===== src/rtl/legacy_mem_router.sv =====
module legacy_mem_router #(
  parameter logic [7:0] TOM_OFS  = 8'h57,
  parameter logic [7:0] ERR_OFS  = 8'h58,
  parameter logic [7:0] ATTR_OFS = 8'h59,
  parameter int         TOM_W    = 8,
  parameter int         NSEG     = 13
) (
  input  logic        clk,
  input  logic        rst_n,
  input  logic        cyc_valid,
  input  logic [31:0] cyc_addr,
  input  logic        cyc_write,
  input  logic        l2_enable,
  input  logic        cfg_we,
  input  logic [7:0]  cfg_addr,
  input  logic [7:0]  cfg_wdata,
  output logic [7:0]  cfg_rdata,
  output logic        dec_valid,
  output logic        to_dram,
  output logic        to_pci,
  output logic        cacheable,
  output logic        ce_err
);

  localparam int BIOS_SEG = NSEG - 1;
  localparam int NREG     = (BIOS_SEG / 2) + 1;

  logic [NSEG-1:0][2:0] attr_q;
  logic [NSEG-1:0]      ce_chg;
  logic [TOM_W-1:0]     tom_q;

  for (genvar s = 0; s < NSEG; s++) begin : g_seg
    localparam logic [7:0] OFS = (s == BIOS_SEG) ? ATTR_OFS : ATTR_OFS + 8'(1 + s / 2);
    localparam bit         HI  = (s == BIOS_SEG) ? 1'b1 : ((s % 2) == 1);
    logic       hit;
    logic [2:0] nib;
    logic [2:0] a_q;
    assign hit = cfg_we && (cfg_addr == OFS);
    assign nib = HI ? cfg_wdata[6:4] : cfg_wdata[2:0];
    always_ff @(posedge clk) begin
      if (!rst_n)   a_q <= 3'b000;
      else if (hit) a_q <= nib;
    end
    assign attr_q[s] = a_q;
    assign ce_chg[s] = hit && (nib[2] != a_q[2]);
  end

  always_ff @(posedge clk) begin
    if (!rst_n)                              tom_q <= TOM_W'(1);
    else if (cfg_we && cfg_addr == TOM_OFS)  tom_q <= cfg_wdata[TOM_W-1:0];
  end

  always_ff @(posedge clk) begin
    if (!rst_n)                                              ce_err <= 1'b0;
    else if (l2_enable && |ce_chg)                           ce_err <= 1'b1;
    else if (cfg_we && cfg_addr == ERR_OFS && cfg_wdata[0])  ce_err <= 1'b0;
  end

  always_comb begin
    cfg_rdata = 8'h00;
    if (cfg_addr == TOM_OFS)  cfg_rdata = 8'(tom_q);
    if (cfg_addr == ERR_OFS)  cfg_rdata = {7'b0, ce_err};
    if (cfg_addr == ATTR_OFS) cfg_rdata = {1'b0, attr_q[BIOS_SEG], 4'h0};
    for (int r = 1; r < NREG; r++)
      if (cfg_addr == ATTR_OFS + 8'(r))
        cfg_rdata = {1'b0, attr_q[2*r-1], 1'b0, attr_q[2*r-2]};
  end

  logic       below_1m;
  logic [5:0] blk;
  logic [3:0] seg_idx;
  logic [2:0] seg_attr;
  logic       seg_en;
  logic       d_dram, d_pci, d_cache;

  assign below_1m = (cyc_addr[31:20] == 12'h000);
  assign blk      = cyc_addr[19:14];
  assign seg_idx  = (blk[5:2] == 4'hF) ? 4'(BIOS_SEG) : 4'(blk - 6'h30);
  assign seg_attr = attr_q[seg_idx];
  assign seg_en   = cyc_write ? seg_attr[1] : seg_attr[0];

  always_comb begin
    d_dram  = 1'b0;
    d_pci   = 1'b0;
    d_cache = 1'b0;
    if (below_1m) begin
      if (cyc_addr[19:16] < 4'hA) begin
        d_dram  = 1'b1;
        d_cache = 1'b1;
      end else if (cyc_addr[19:18] != 2'b11) begin
        d_pci = 1'b1;
      end else begin
        d_dram  = seg_en;
        d_pci   = !seg_en;
        d_cache = seg_en && seg_attr[2];
      end
    end else if (cyc_addr[31:20] < 12'(tom_q)) begin
      d_dram  = 1'b1;
      d_cache = 1'b1;
    end else begin
      d_pci = 1'b1;
    end
  end

  always_ff @(posedge clk) begin
    if (!rst_n) begin
      dec_valid <= 1'b0;
      to_dram   <= 1'b0;
      to_pci    <= 1'b0;
      cacheable <= 1'b0;
    end else begin
      dec_valid <= cyc_valid;
      to_dram   <= cyc_valid && d_dram;
      to_pci    <= cyc_valid && d_pci;
      cacheable <= cyc_valid && d_cache;
    end
  end

endmodule


===== config.mk =====
export PLATFORM = sky130hd
export DESIGN_NAME = legacy_mem_router
export DESIGN_NICKNAME = d
export VERILOG_FILES = /design/src/rtl/legacy_mem_router.sv
export SDC_FILE = /design/constraint.sdc
export NUM_CORES = 1
export LEC_CHECK = 0
export ABC_AREA = 1
export BUFFER_PORTS_ARGS = -buffer_cell sky130_fd_sc_hd__buf_2
export CORE_ASPECT_RATIO = 0.5
export CORE_MARGIN = 4
export CORE_UTILIZATION = 56
export CTS_CLUSTER_DIAMETER = 80
export DETAILED_ROUTE_END_ITERATION = 12
export GPL_TIMING_DRIVEN = 0
export PLACE_DENSITY_LB_ADDON = 0.12
export SKIP_LAST_GASP = 1
export SYNTH_ARGS = -nofsm -noshare
export SYNTH_HDL_FRONTEND = slang
export SYNTH_SLANG_ARGS = --single-unit

===== constraint.sdc =====
create_clock -name clk -period 4 [get_ports clk]
set_input_delay 0.4 -clock clk [delete_from_list [all_inputs] [get_ports clk]]
set_output_delay 0.4 -clock clk [all_outputs]
set_load 0.05 [all_outputs]

# Word-level counts from Yosys, hierarchy flattened

Cells that the tools add are included.

Output and inout port bits: 13
Bits of input ports: 54
Bits in registers: 52

Magnitude comparators: 3
Add/subtract/negate cells: 1
Muxes and demuxes: 26
Equal/unequal tests: 24
Reduce and logical (&&, ||, !) cells: 32

Operators with widths:

| kind                  | count |
|---|---|
| $eq A8 B7 Y1 const B  | 9 |
| $mux W8               | 9 |
| $logic_and A1 B1 Y1   | 28 |
| $mux W1               | 14 |
| $ne A1 B1 Y1          | 13 |
| $reduce_or A13 Y1     | 1 |
| $bmux W3 S4           | 1 |
| $logic_not A12 Y1     | 1 |
| $lt A12 B8 Y1         | 1 |
| $lt A4 B5 Y1 const B  | 1 |
| $eq A4 B4 Y1 const B  | 1 |
| $lt A4 B4 Y1 const B  | 1 |
| $mux W4               | 1 |
| $sub A4 B1 Y4 const B | 1 |
| $mux W3               | 1 |
| $ne A2 B2 Y1 const B  | 1 |
| $reduce_bool A2 Y1    | 1 |
| $logic_not A1 Y1      | 1 |

# Longest topological paths before layout

Gate-level depths: netlist (run 1).

Depth after elaboration: 10
Gate-level depth with buffers: 14

# Worst setup path before layout (run 1)

OpenSTA, ideal clock, no wires.

Path type: in2out
Start: input cfg_addr[5]
End: output cfg_rdata[4]
Stages on the path: 5
Slack: 1.597 ns
Arrival time: 2.003 ns
Cell sequence: nor2_1 -> nand3_2 -> nor2_1 -> nand2_1 -> o21ai_0

Word-level cells in the longest chain between the ends: 10
Elaborated cells between the ends (all ways): 18

RTL lines:

| element              | line | source |
|---|---|---|
| from (decl)          | 15   | `input logic [7:0] cfg_addr,` |
| $eq A8 B7 Y1         | 61   | `if (cfg_addr == TOM_OFS) cfg_rdata = 8'(tom_q);` |
| $mux W8              | 61   |  |
| $mux W8              | 62   | `if (cfg_addr == ERR_OFS) cfg_rdata = {7'b0, ce_err};` |
| $mux W8              | 63   | `if (cfg_addr == ATTR_OFS) cfg_rdata = {1'b0, attr_q[BIOS_SEG], 4'h0};` |
| $mux W8 (5 in a row) | 65   | `if (cfg_addr == ATTR_OFS + 8'(r))` |
| $mux W8 (*)          | 65   |  |
| to (decl)            | 17   | `output logic [7:0] cfg_rdata,` |

Mark *: on every way between the ends. The rest lies on a longest branch, timed or not.

# Worst setup path in the final report (run 1)

Start: input cfg_addr[5]
End: output cfg_rdata[5]

Same word-level chain as after synthesis.

==> results of run 1 <==
## sequential cells by signal, summed over array words and instances (netlist names)
name       cells
g_seg.a_q     39
dec_valid      1
ce_err         1
cacheable      1
to_dram        1
tom_q          8
to_pci         1
## worst reg2reg max path, cell delays in order, from the launching register on
cell	delay [ns]
dfxtp_1	0.32
inv_1	0.07
ha_1	0.26
o21ai_0	0.09
nand2_1	0.09
nand3_1	0.07
nand2_1	0.07
nand3_1	0.06
a21boi_0	0.23
o21ai_0	0.11
nand2_1	0.08
nand2_2	0.07
nand2_2	0.08
inv_1	0.05
## cell type report
type / count / share of cell area (%)
Multi-Input combinational cell: 319 / 47.38
Sequential cell: 52 / 29.91
Inverter: 72 / 7.764
Timing Repair Buffer: 50 / 7.189
Tap cell: 70 / 2.516
Buffer: 17 / 2.444
Clock buffer: 6 / 2.372
Clock inverter: 2 / 0.4313
## cell families (layout without fill, tap and decap cells)
family,Yosys count,in the layout,share of synthesized area (%)
flip-flops,52,52,34.18
adder cells (fa/ha/maj),7,7,2.876
AO/OA/AOI/OAI,133,133,24.16
AND/OR/NAND/NOR,166,166,23.38
buffers and inverters,89,147,11.67
XOR/XNOR,13,13,3.739
## routing by layer
layer,up-vias,share of wire (%),wire [um]
li1,1639,-,-
met1,1496,46,4208
met2,210,39,3642
met3,17,14,1292
met4,0,1.1,102
met5,-,0,0
## cells in the final DEF, fill, tap and decap left out, drive strengths merged
cell | Yosys | layout
nand3 | 37 | 37
ha | 7 | 7
nand2 | 73 | 73
o21ai | 58 | 58
o221ai | 6 | 6
a21boi | 1 | 1
nor4 | 3 | 3
o22ai | 3 | 3
xnor2 | 5 | 5
o211ai | 6 | 6
a21oi | 52 | 52
dfxtp | 52 | 52
a31oi | 2 | 2
nor2 | 47 | 47
a211oi | 2 | 2
inv | 72 | 72
buf | 6 | 56
nor3 | 6 | 6
clkbuf | 11 | 17
o2111ai | 3 | 3
xor2 | 8 | 8
clkinvlp | 0 | 2
## metrics by stage
step	cells	setup slack [ns]	util [%]
4_1_cts	588	1.528	68.39
2_1_floorplan	460	1.597	-
3_5_place_dp	580	1.538	66.47
6_report	588	1.433	68.39
5_1_grt	588	1.307	68.39
3_3_place_gp	580	1.513	66.47
## power breakdown
| group | internal, uW | total (uW) | switching (uW) |
|---|---|---|---|
| sequential | 520 | 521 | 0.964 |
| clock | 141 | 329 | 188 |
| combinational | 43.5 | 128 | 84.8 |
| total | 704 | 977 | 274 |
## final timing paths
check                     end  slack [ns]              from  cells past startpoint
max              cfg_rdata[5]        1.43       cfg_addr[5]                      9
min                    to_pci        0.34         cyc_valid                      3
max reg2reg           to_dram        2.25          tom_q[1]                     13
min reg2reg  g_seg[11].a_q[0]        0.48  g_seg[11].a_q[0]                      2
## synth_stat cells, types with 2 or more instances
cell type  count  area share, %
inv_1         71            8.8
nand2_1       66            8.1
o21ai_0       56            9.2
dfxtp_1       52             34
a21oi_1       51            8.4
nor2_1        45            5.5
nand3_1       36            5.9
clkbuf_1      11            1.4
xor2_1         8            2.3
ha_1           7            2.9
nand2_2        7            1.4
nor3_1         6           0.99
o211ai_1       6            1.5
o221ai_1       6            1.7
xnor2_1        5            1.4
buf_4          3           0.74
nor4_1         3           0.62
o2111ai_1      3           0.86
o22ai_1        3           0.62
a211oi_1       2           0.49
a31oi_1        2           0.41
buf_2          2           0.33
nor2_2         2           0.41
==> impl_metrics.py, run 1 <==
metrics = {
    "global_route": {
        "globalRouteMet3Util_pct": 8.493,
        "antenna_found_initial": 0,
        "grt_overflow_total": 0,
        "grt-busiest-layer": "met2",
        "grtUsageTotal_pct": 28.50,
        "use_met2_pct": 43.27,
        "first_global_vias": 3026,
        "grt_pass1_wl_um": 14980,
        "grt.met1_usage_pct": 39.90,
        "grt_max_degree": 17,
    },
    "place": {
        "io_buffers": 50,
        "gp_routability_congestion": 0.9728,
        "place_area_mm2": 0.003383,
        "hpwl_um": 7147,
    },
    "timing": {
        "fin_worst_skew_ns": 0.01136,
        "maxSlewHeadroom_pct": 58.75,
        "max_clock_freq_mhz": 389.6,
        "slew_violations": 0,
        "min_period_ns": 2.567,
        "setup_violations": 0,
        "tightest_slew_ns": 0.6140,
        "period_share_pct": 64.16,
        "fin_hold_ws_ns": 0.3366,
        "rsz0062_at_grt": "false",
        "hold_viol_final": 0,
        "setup-tns-final_ns": 0,
    },
    "clock_tree": {
        "postCtsSetupRepairBufs": 0,
        "cts_resized": 0,
        "clock-sinks": 52,
        "cts_buffers": 5,
        "root_buffer": "clkbuf_8",
        "htree_levels": 2,
        "clock_path_buffers": 2,
        "insertion_delay_ns": 0.32,
        "ctsHoldBuffers": 0,
        "clk_pin_slew_ns": 0.09,
        "cts_tree": "done",
    },
    "logic_synthesis": {
        "synth_area_mm2": 0.003045,
        "avgSynthCellArea_um2": 6.620,
        "ys_seq_elements": 52,
        "seq_area_frac_synth_pct": 34.18,
        "netlist_instances": 460,
        "ys_types": 30,
        "yosysWarningCount": 0,
        "syn-num-nets": 521,
        "synth_flop_cell": "dfxtp_1",
        "ys_async_sr_fraction_pct": 0,
        "synth-edff-count": 0,
    },
    "setup_path": {
        "crit_fanout": 8,
        "critPathBufInv": 3,
        "cp-start-kind": "input port",
        "cp_top_family": "simple AND/OR/NAND/NOR gates",
        "crit_arrival_ns": 2.17,
        "crit_chain": "buf_2 -> nor2_1 -> nand3_2 -> inv_1 -> nand2_1 -> o21ai_0 -> nor4_1 -> o221ai_1 -> buf_2",
        "slowest_stage": "nor4_1",
        "path_class": "input port to output port",
        "max_stage_delay_ns": 0.46,
        "crit_top_cell": "buf_2",
        "crit_required_ns": 3.60,
        "end_kind": "output port",
    },
    "routing": {
        "drt-pass1-iter-count": 5,
        "route.detailed.drc": 0,
        "ant_nets": 0,
        "vias": 3362,
        "wire_per_inst_um": 15.72,
        "drtIter0Drc": 359,
        "routed_wl_um": 9246,
        "vias_per_cell": 5.718,
    },
    "finish": {
        "num-fill-cells": 476,
        "diodes": 0,
        "design_area_mm2": 0.003481,
        "multiInputGateArea_mm2": 0.001649,
        "drive_above_1_share_pct": 14.86,
        "nets": 578,
        "regArea_mm2": 0.001041,
        "syn_to_final_growth_pct": 14.30,
    },
    "hold_path": {
        "hold_path_class": "input port to flip-flop",
    },
    "outcome": {
        "status": "completed",
    },
    "floorplan": {
        "dieArea_mm2": 0.006754,
        "core_area_mm2": 0.005090,
        "die_height_um": 60.15,
        "ioPinCount": 67,
        "start_util_pct": 59.83,
        "fp.dieW_um": 112.3,
        "rows": 18,
    },
    "power_and_ir_drop": {
        "power_density_mw_per_mm2": 280.8,
        "p_leak_uw": 0.001436,
        "vdd_drop_max_uv": 153.0,
        "power_uw": 977.5,
    },
    "flow_run": {
        "maxCapViolCount": 0,
    },
}
No activity file was read; power rests on OpenSTA's default activity.
==> run 2, diff against run 1 <==
- CORE_UTILIZATION: 56 -> 54
- clock period: 4 -> 2.4 ns (I/O delays scaled with it)
==> run 2 against run 1 <==
Die area up 3.3%. Critical path type unchanged. Cell area increased by 1.5%. Critical endpoint is now cfg_rdata[6]. Total power grew 87%. Wire length down 0.80%. Cell count unchanged.
==> impl_metrics.py, run 2 (synthesis results as in run 1) <==
metrics = {
    "outcome": {
        "status": "completed",
    },
    "setup_path": {
        "cp-start-kind": "input port",
        "crit_required_ns": 2.16,
        "cp_top_family": "simple AND/OR/NAND/NOR gates",
        "crit_arrival_ns": 1.98,
        "path_class": "input port to output port",
        "crit_top_cell": "buf_2",
        "critPathBufInv": 3,
        "end_kind": "output port",
        "max_stage_delay_ns": 0.46,
        "slowest_stage": "nor4_1",
        "crit_chain": "buf_2 -> nand3_2 -> inv_1 -> nand2_1 -> o21ai_0 -> nor4_1 -> o221ai_1 -> buf_2",
        "crit_fanout": 8,
    },
    "timing": {
        "min_period_ns": 2.223,
        "tightest_slew_ns": 0.5782,
        "period_share_pct": 92.62,
        "fin_hold_ws_ns": 0.1909,
        "max_clock_freq_mhz": 449.8,
        "maxSlewHeadroom_pct": 61.45,
        "setup_violations": 0,
        "fin_worst_skew_ns": 0.004009,
        "hold_viol_final": 0,
        "slew_violations": 0,
        "rsz0062_at_grt": "false",
        "setup-tns-final_ns": 0,
    },
    "finish": {
        "nets": 578,
        "multiInputGateArea_mm2": 0.001649,
        "regArea_mm2": 0.001041,
        "num-fill-cells": 510,
        "layout_common_cells": "inv_1 (71), nand2_1 (66), o21ai_0 (56)",
        "syn_to_final_growth_pct": 15.98,
        "final_core_util_pct": 68.19,
        "drive_above_1_share_pct": 14.86,
        "top_regs": "g_seg.a_q: 39 flops, tom_q: 8 flops",
        "diodes": 0,
        "final_common_cell": "inv_1",
        "largest_reg_flops": 39,
        "regMostFlops": "g_seg.a_q",
    },
    "routing": {
        "vias": 3306,
        "ant_nets": 0,
        "drtIter0Drc": 272,
        "vias_per_cell": 5.622,
        "wire_per_inst_um": 15.60,
        "drt-pass1-iter-count": 5,
        "routed_wl_um": 9172,
        "route.detailed.drc": 0,
    },
    "clock_tree": {
        "clock-sinks": 52,
        "cts_resized": 0,
        "root_buffer": "clkbuf_16",
        "postCtsSetupRepairBufs": 0,
        "ctsHoldBuffers": 0,
        "insertion_delay_ns": 0.30,
        "cts_buffers": 5,
        "clk_pin_slew_ns": 0.07,
        "clock_path_buffers": 2,
        "htree_levels": 2,
        "cts_tree": "done",
    },
    "power_and_ir_drop": {
        "internal-power_uw": 1351,
        "p_switching_uw": 472.9,
        "p_clk_share_pct": 40.7,
        "combPwrFrac_pct": 11.7,
        "power_density_mw_per_mm2": 516.3,
        "pwr-share-seq_pct": 47.6,
        "p_leak_uw": 0.001469,
        "vdd_drop_max_uv": 446.2,
        "power_uw": 1824,
        "swShare_pct": 25.93,
    },
    "flow_run": {
        "maxCapViolCount": 0,
    },
    "hold_path": {
        "hold_path_class": "input port to flip-flop",
    },
    "global_route": {
        "grt_overflow_total": 0,
        "grt_max_degree": 16,
        "grt_pass1_wl_um": 14370,
        "first_global_vias": 2895,
        "grtUsageTotal_pct": 27.22,
        "antenna_found_initial": 0,
    },
    "floorplan": {
        "fp.dieW_um": 114.2,
        "rows": 18,
        "core_area_mm2": 0.005180,
        "start_util_pct": 58.79,
        "ioPinCount": 67,
        "die_height_um": 61.10,
        "dieArea_mm2": 0.006978,
    },
    "place": {
        "gp_routability_congestion": 0.9638,
        "io_buffers": 50,
        "hpwl_um": 7130,
    },
}
==> run 2: cell count changes in the layout (fill, tap and decap cells not counted), sizes merged <==
cell	delta
clkinvlp	-2
clkinv	+2
==> run 2: per-stage QoR <==
step                instances  cell area [um^2]  setup slack, ns
finish                    588              3532           0.1770
floorplan                 460              3045           0.3169
global route              588              3532          0.06149
detailed placement        580              3383           0.2656
global placement          580              3383           0.2432
CTS                       588              3532           0.2642
==> run 2: path summary, 6_finish.rpt <==
kind,slack [ns],end,startpoint,cells after the start
setup / recovery,0.18,cfg_rdata[6],cfg_addr[4],8
hold / removal,0.19,dec_valid,cyc_valid,3
setup reg to reg,0.83,to_dram,tom_q[1],13
hold reg to reg,0.47,g_seg[9].a_q[0],g_seg[9].a_q[0],2
==> run 2: metal layers <==
| layer | wire length, um | GRT usage, % | up-vias |
|---|---|---|---|
| met5 | 0 | 0 | - |
| li1 | - | - | 1641 |
| met3 | 1307 | 9.617 | 14 |
| met1 | 4236 | 39.15 | 1458 |
| met4 | 82 | 6.768 | 0 |
| met2 | 3545 | 38.94 | 193 |
==> run 2: final cells by class <==
| class | instances | share of cell area (%) |
|---|---|---|
| Timing Repair Buffer | 50 | 7.085 |
| Sequential cell | 52 | 29.47 |
| Clock inverter | 2 | 0.2834 |
| Clock buffer | 6 | 3.932 |
| Buffer | 17 | 2.409 |
| Tap cell | 70 | 2.480 |
| Multi-Input combinational cell | 319 | 46.69 |
| Inverter | 72 | 7.651 |
==> run 2: worst min-delay path, stage by stage <==
cell	delay [ns]
buf_2	0.07
nand2_1	0.05
inv_1	0.08
==> run 2: power groups by stage <==
stage | registers, uW | clock network [uW] | logic [uW]
2_1_floorplan | 895 | 0 | 113
3_3_place_gp | 888 | 0 | 204
3_5_place_dp | 888 | 0 | 207
4_1_cts | 868 | 745 | 207
5_1_grt | 868 | 781 | 234
6_report | 868 | 742 | 214
==> run 3, diff against run 2 <==
- CORE_UTILIZATION: 54 -> 40
- CTS_BUF_LIST: default -> sky130_fd_sc_hd__clkbuf_4
==> run 3 against run 2 <==
Cell count rose by 4.4%. Setup slack better by 0.0030 ns. First-iteration DRC count shrank 4.8%. Core utilization is 21 points lower. Combinational power barely moved. Non-clock buffer count stayed put. Critical path depth decreased by 3. Critical endpoint unchanged. Largest cell class unchanged. Highest routed layer unchanged.
==> impl_metrics.py, run 3 (synthesis results as in run 1) <==
metrics = {
    "power_and_ir_drop": {
        "p_leak_uw": 0.001437,
        "vdd_drop_max_uv": 188.9,
        "power_density_mw_per_mm2": 461.9,
    },
    "setup_path": {
        "crit_required_ns": 2.16,
        "cp-start-kind": "flip-flop",
        "end_kind": "output port",
        "crit_chain": "nand2_1 -> o21ai_0 -> nor4_1 -> o221ai_1 -> buf_2",
        "crit_fanout": 4,
        "max_stage_delay_ns": 0.45,
        "slowest_stage": "nor4_1",
        "critPathBufInv": 1,
        "crit_arrival_ns": 1.98,
        "path_class": "flip-flop to output port",
        "cp_top_family": "simple AND/OR/NAND/NOR gates",
    },
    "clock_tree": {
        "postCtsSetupRepairBufs": 0,
        "cts_resized": 0,
        "root_buffer": "clkbuf_4",
        "ctsHoldBuffers": 0,
        "cts_tree": "done",
        "clk_pin_slew_ns": 0.16,
        "clock-sinks": 52,
        "cts_buffers": 5,
        "clock_path_buffers": 2,
        "htree_levels": 2,
        "insertion_delay_ns": 0.40,
    },
    "routing": {
        "vias_per_cell": 5.283,
        "drt-pass1-iter-count": 6,
        "drtIter0Drc": 259,
        "wire_per_inst_um": 16.23,
        "ant_nets": 0,
        "vias": 3244,
        "routed_wl_um": 9963,
        "route.detailed.drc": 0,
    },
    "global_route": {
        "first_global_vias": 2957,
        "grt_pass1_wl_um": 15680,
        "grtUsageTotal_pct": 21.62,
        "grt_max_degree": 16,
        "grt_overflow_total": 0,
        "antenna_found_initial": 0,
    },
    "timing": {
        "maxSlewHeadroom_pct": 59.93,
        "fin_hold_ws_ns": 0.08405,
        "max_clock_freq_mhz": 450.4,
        "tightest_slew_ns": 0.6011,
        "setup-tns-final_ns": 0,
        "min_period_ns": 2.220,
        "setup_violations": 0,
        "layout_setup_ws_ns": 0.1800,
        "slew_violations": 0,
        "period_share_pct": 92.50,
        "hold_viol_final": 0,
        "fin_worst_skew_ns": 0.01822,
        "rsz0062_at_grt": "false",
    },
    "outcome": {
        "status": "completed",
    },
    "floorplan": {
        "core_area_mm2": 0.007350,
        "dieArea_mm2": 0.009159,
        "ioPinCount": 67,
        "fp.dieW_um": 131.4,
        "die_height_um": 69.70,
        "rows": 22,
        "start_util_pct": 41.44,
    },
    "hold_path": {
        "hold_path_class": "input port to flip-flop",
    },
    "finish": {
        "top_regs": "g_seg.a_q: 39 flops, tom_q: 8 flops",
        "nets": 578,
        "diodes": 0,
        "largest_reg_flops": 39,
        "layout_common_cells": "inv_1 (70), nand2_1 (65), o21ai_0 (56)",
        "drive_above_1_share_pct": 15.25,
        "num-fill-cells": 801,
        "multiInputGateArea_mm2": 0.001652,
        "regArea_mm2": 0.001041,
        "regMostFlops": "g_seg.a_q",
        "syn_to_final_growth_pct": 14.95,
        "final_common_cell": "inv_1",
    },
    "place": {
        "hpwl_um": 7753,
        "pre_cts_ws_ns": 0.2102,
        "io_buffers": 50,
        "gp_routability_congestion": 0.9093,
    },
    "flow_run": {
        "maxCapViolCount": 0,
    },
}
## run 3: routing by layer
layer / part of all wire, % / track usage (%) / vias to the layer above
met5: 0 / 0 / -
met4: 0.53 / 3.609 / 0
met3: 11 / 6.232 / 7
met2: 39 / 30.29 / 144
met1: 50 / 32.79 / 1458
li1: - / - / 1635
## run 3: stage by stage
stage / total power [uW] / std cells / area [um^2] / utilization, %
global route: 1684 / 614 / 3501 / 47.63
detailed placement: 1098 / 606 / 3416 / 46.48
CTS: 1620 / 614 / 3496 / 47.57
floorplan: 1008 / 460 / 3045 / -
finish: 1617 / 614 / 3501 / 47.63
global placement: 1097 / 606 / 3416 / 46.48
## run 3: final timing paths
kind                                  startpoint               to  slack, ns  cells past startpoint
worst max register to register          tom_q[1]        cacheable       0.81                     13
worst min-delay path                   l2_enable           ce_err       0.08                      3
worst min register to register   g_seg[6].a_q[0]  g_seg[6].a_q[0]       0.47                      2
worst max-delay path            g_seg[12].a_q[2]     cfg_rdata[6]       0.18                      5
## run 3: tightest hold or removal path, stage by stage
cell and delay, ns:
buf_2 0.09, o21ai_1 0.06, a21oi_1 0.06
## run 3: cell type report
class,count,share of cell area (%)
plain buffers,17,2.430
clock buffers,6,1.287
clock inverters,2,1.001
inverters,72,7.720
multi-input cells,319,47.18
flip-flops and latches,52,29.74
well taps,96,3.431
repair buffers,50,7.219
## run 3: where the power goes
group          leakage (uW)  internal [uW]  switching (uW)
Clock             0.0000456            230             302
Combinational      0.000972           72.5             143
Sequential         0.000419            868            1.70
